### src/rtl/frame_arm_pkg.sv
package frame_arm_pkg;

    localparam int SYNC_STAGES = 2;

    typedef struct packed {
        logic rise;
        logic fall;
    } edge_t;

    typedef struct packed {
        logic pending;
        logic busy;
        logic done;
        logic wen;
    } arm_t;

    localparam arm_t ARM_IDLE = '0;

endpackage

### src/rtl/frame_edge_sync.sv
module frame_edge_sync
    import frame_arm_pkg::*;
#(
    parameter int STAGES = SYNC_STAGES
) (
    input  logic  clk,
    input  logic  rst,
    input  logic  d_i,
    output edge_t edge_o
);
    localparam int PW = STAGES + 1;

    // pipe[STAGES-1] is the synchronised level, pipe[STAGES] its previous value
    logic [PW-1:0] pipe;

    always_ff @(posedge clk) begin
        if (rst) pipe <= '0;
        else     pipe <= {pipe[PW-2:0], d_i};
    end

    always_comb begin
        edge_o.rise = pipe[STAGES-1] & ~pipe[STAGES];
        edge_o.fall = ~pipe[STAGES-1] & pipe[STAGES];
    end
endmodule

### src/rtl/frame_line_tally.sv
module frame_line_tally #(
    parameter int LINE_W = 10
) (
    input  logic              clk,
    input  logic              rst,
    input  logic              line_rise,
    input  logic              frame_fall,
    output logic [LINE_W-1:0] cnt_o,
    output logic [LINE_W-1:0] last_o
);
    localparam logic [LINE_W-1:0] CNT_MAX = '1;

    always_ff @(posedge clk) begin
        if (rst) begin
            cnt_o  <= '0;
            last_o <= '0;
        end else if (frame_fall) begin
            last_o <= cnt_o;
            cnt_o  <= LINE_W'(line_rise);
        end else if (line_rise && cnt_o != CNT_MAX) begin
            cnt_o  <= cnt_o + 1'b1;
        end
    end
endmodule

### src/rtl/frame_arm_fsm.sv
module frame_arm_fsm
    import frame_arm_pkg::*;
(
    input  logic clk,
    input  logic rst,
    input  logic req,
    input  logic poll,
    input  logic frame_fall,
    output arm_t st_o
);
    arm_t nxt;

    always_comb begin
        nxt = st_o;
        if (poll && !st_o.busy) nxt.done = 1'b0;
        if (frame_fall) begin
            if (st_o.pending) begin
                nxt.wen     = 1'b1;
                nxt.done    = 1'b0;
                nxt.pending = 1'b0;
            end else begin
                nxt.wen = 1'b0;
                if (st_o.busy) begin
                    nxt.busy = 1'b0;
                    nxt.done = 1'b1;
                end
            end
        end
        // a request in the edge cycle lands after it: armed next frame
        if (req) begin
            nxt.pending = 1'b1;
            nxt.busy    = 1'b1;
        end
    end

    always_ff @(posedge clk) begin
        if (rst) st_o <= ARM_IDLE;
        else     st_o <= nxt;
    end
endmodule

### src/rtl/frame_arm_ctrl.sv
module frame_arm_ctrl
    import frame_arm_pkg::*;
#(
    parameter int LINE_W = 10
) (
    input  logic              clk,
    input  logic              rst,
    input  logic              req_i,
    input  logic              vsync_i,
    input  logic              href_i,
    input  logic              poll_i,
    output logic              fifo_wen_o,
    output logic              busy_o,
    output logic              done_o,
    output logic [LINE_W-1:0] last_lines_o
);
    localparam int NSIG = 2;

    logic [NSIG-1:0] raw;
    edge_t           edges [NSIG];
    logic            vs_fall;
    logic            hr_rise;
    logic [LINE_W-1:0] line_cnt;
    arm_t            st;
    logic            unused_bits;

    assign raw = {href_i, vsync_i};

    for (genvar g = 0; g < NSIG; g++) begin : g_sync
        frame_edge_sync #(.STAGES(SYNC_STAGES)) u_sync (
            .clk    (clk),
            .rst    (rst),
            .d_i    (raw[g]),
            .edge_o (edges[g])
        );
    end

    assign vs_fall = edges[0].fall;
    assign hr_rise = edges[1].rise;
    assign unused_bits = &{1'b0, edges[0].rise, edges[1].fall, st.pending};

    frame_line_tally #(.LINE_W(LINE_W)) u_tally (
        .clk        (clk),
        .rst        (rst),
        .line_rise  (hr_rise),
        .frame_fall (vs_fall),
        .cnt_o      (line_cnt),
        .last_o     (last_lines_o)
    );

    frame_arm_fsm u_fsm (
        .clk        (clk),
        .rst        (rst),
        .req        (req_i),
        .poll       (poll_i),
        .frame_fall (vs_fall),
        .st_o       (st)
    );

    assign fifo_wen_o = st.wen;
    assign busy_o     = st.busy;
    assign done_o     = st.done & ~st.busy;
endmodule

### config.mk
export PLATFORM = sky130hd
export DESIGN_NAME = frame_arm_ctrl
export DESIGN_NICKNAME = d
export VERILOG_FILES = /design/src/rtl/frame_arm_pkg.sv /design/src/rtl/frame_edge_sync.sv /design/src/rtl/frame_line_tally.sv /design/src/rtl/frame_arm_fsm.sv /design/src/rtl/frame_arm_ctrl.sv
export SDC_FILE = /design/constraint.sdc
export NUM_CORES = 1
export LEC_CHECK = 0
export BUFFER_PORTS_ARGS = -buffer_cell sky130_fd_sc_hd__buf_2
export CAP_MARGIN = 15
export CORE_UTILIZATION = 25
export DETAILED_ROUTE_END_ITERATION = 8
export GPL_TIMING_DRIVEN = 0
export PLACE_DENSITY = 0.41
export SLEW_MARGIN = 20
export SYNTH_ARGS = -nofsm -noshare
export SYNTH_HDL_FRONTEND = slang
export SYNTH_HIERARCHICAL = 1
export SYNTH_SLANG_ARGS = --single-unit
### constraint.sdc
create_clock -name clk -period 2.1 [get_ports clk]
set_input_delay 0.42 -clock clk [delete_from_list [all_inputs] [get_ports clk]]
set_output_delay 0.42 -clock clk [all_outputs]
set_load 0.005 [all_outputs]
==> out/metrics.yaml <==
syn_inst: 122
min_period_ps: 1682
critPathKind: "flop to flop"
rsz0062_at_grt: "false"
routedWlPerCell_um: 11.96
final_cells: 213
fp.coreArea_mm2: 0.004723
ir_worst_vdd_mv: 0.4003
holdBufCountCts: 0
grt.total_usage_pct: 10.81
antenna_found_initial: 0
final_cell_area_mm2: 0.001484
arrival_ps: 1830
cts_buffer_depth: 2
fin_skew_ps: 2.806
placed_cells_incl_taps: 207
finalSetupTns_ps: 0
ys_warn_count: 6
cts_resized: 0
grt_pass1_wl_um: 4243
nFillCells: 511
period_share_pct: 80.07
grt_max_degree: 15
die_w_um: 72.07
ant_nets: 0
placement.cell_area_mm2: 0.001401
crit_required_ps: 2250
worst_pin_slew_ps: 605.6
vias_per_cell: 4.413
cp-end-kind: "flop"
finalHoldViolCount: 0
dieArea_mm2: 0.005194
clkTransAtPathRegs_ps: 60
htreeDepth: 2
setup_viol: 0
max_cap_violations: 0
gr-total-overflow: 0
clkLatencyLatePin_ps: 270
num_antenna_cells: 0
area_growth_pct: 20.90
hold_path.class: "primary input to flop"
drtPass1Iterations: 3
wl_um: 2548
syn_avg_cell_area_um2: 10.06
clkSinkCount: 30
syn_area_mm2: 0.001227
p_leak_nw: 0.5748
rows: 25
numCtsBuffers: 5
maxSlewViolCount: 0
dp_hpwl_um: 1809
final_layout_size_suffix_gt1_share_pct: 26.03
worst_setup_path_start_kind: "flop"
vias: 940
cts_tree: "yes"
relSlewSlack_pct: 59.55
initial_core_util_pct: 25.99
syn-num-nets: 129
drcViolationCount: 0
ios: 19
post-cts-setup-buffers: 0
fin_nets: 154
status: "finished, final reports clean"
gp_congestion: 0.7821
die_h_um: 72.07
max_freq_ghz: 0.5947
cp_max_fo: 7
grt_pass1_vias: 874
powerDensity_mw_per_mm2: 722.4
root_buffer: "clkbuf_8"
drtIter0Drc: 16
portBuffers: 18
power by group:
group | internal [mW] | switching [mW]
combinational | 0.0174 | 0.0248
sequential | 0.578 | 0.00616
clock | 0.252 | 0.193
total | 0.848 | 0.224
critical path, stage by stage, from the launching register on:
cell	delay (ps)
dfxtp_1	310
nor2b_1	500
nand2_2	180
nor4_2	310
mux2i_1	210
nor2_1	50
stage by stage:
| stage | hold slack (ps) | util [%] | worst slack [ps] | total power [mW] |
|---|---|---|---|---|
| 2_1_floorplan | 413.8 | - | 639.0 | 0.6222 |
| 3_3_place_gp | 420.9 | 29.67 | 373.8 | 0.6387 |
| 3_5_place_dp | 431.0 | 29.67 | 383.2 | 0.6401 |
| 4_1_cts | 347.1 | 31.42 | 369.7 | 1.093 |
| 5_1_grt | 346.4 | 31.42 | 241.0 | 1.131 |
| 6_report | 353.6 | 31.42 | 418.5 | 1.072 |
placed cells by master, fill, tap and decap left out, types with 2 or more instances in the layout:
cell type and count:
dfxtp_1 30, mux2i_1 12, a21oi_1 7, o21ai_0 2
o21ai_1 2, clkbuf_1 2, a211oi_1 2, nor2_1 16
a41oi_1 2, a31oi_1 3, inv_1 3, nand2_1 5
nor2b_1 8, clkbuf_8 6, buf_2 20
flip-flops by register name, indices dropped and copies added, names as in the netlist:
signal and count:
g_sync.u_sync/pipe 6, u_tally/last_o 10, u_tally/cnt_o 10, u_fsm/st_o 4
path summary, 6_finish.rpt:
path	startpoint	to	slack (ps)	cells past startpoint
worst max register to register	g_sync[1].u_sync/pipe[1]	u_tally/cnt_o[8]	420	5
worst min-delay path	href_i	g_sync[1].u_sync/pipe[0]	350	2
worst max-delay path	g_sync[1].u_sync/pipe[1]	u_tally/cnt_o[8]	420	5
worst min register to register	g_sync[0].u_sync/pipe[0]	g_sync[0].u_sync/pipe[1]	440	1
routing by layer:
layer / GRT usage (%) / vias up / share of wire [%]
li1: - / 483 / -
met4: 3.922 / 0 / 0.98
met2: 15.99 / 12 / 46
met3: 4.167 / 2 / 2.8
met1: 14.26 / 443 / 50
met5: 0 / - / 0
cell type report:
cell class | count | area (µm²) | share of cell area (%)
flip-flops and latches | 30 | 600.6 | 40.47
multi-input cells | 84 | 594.3 | 40.05
repair buffers | 18 | 90.09 | 6.071
well taps | 67 | 83.83 | 5.649
clock buffers | 6 | 82.58 | 5.565
plain buffers | 4 | 17.52 | 1.180
inverters | 4 | 15.01 | 1.012
No activity file was read; power rests on OpenSTA's default activity.
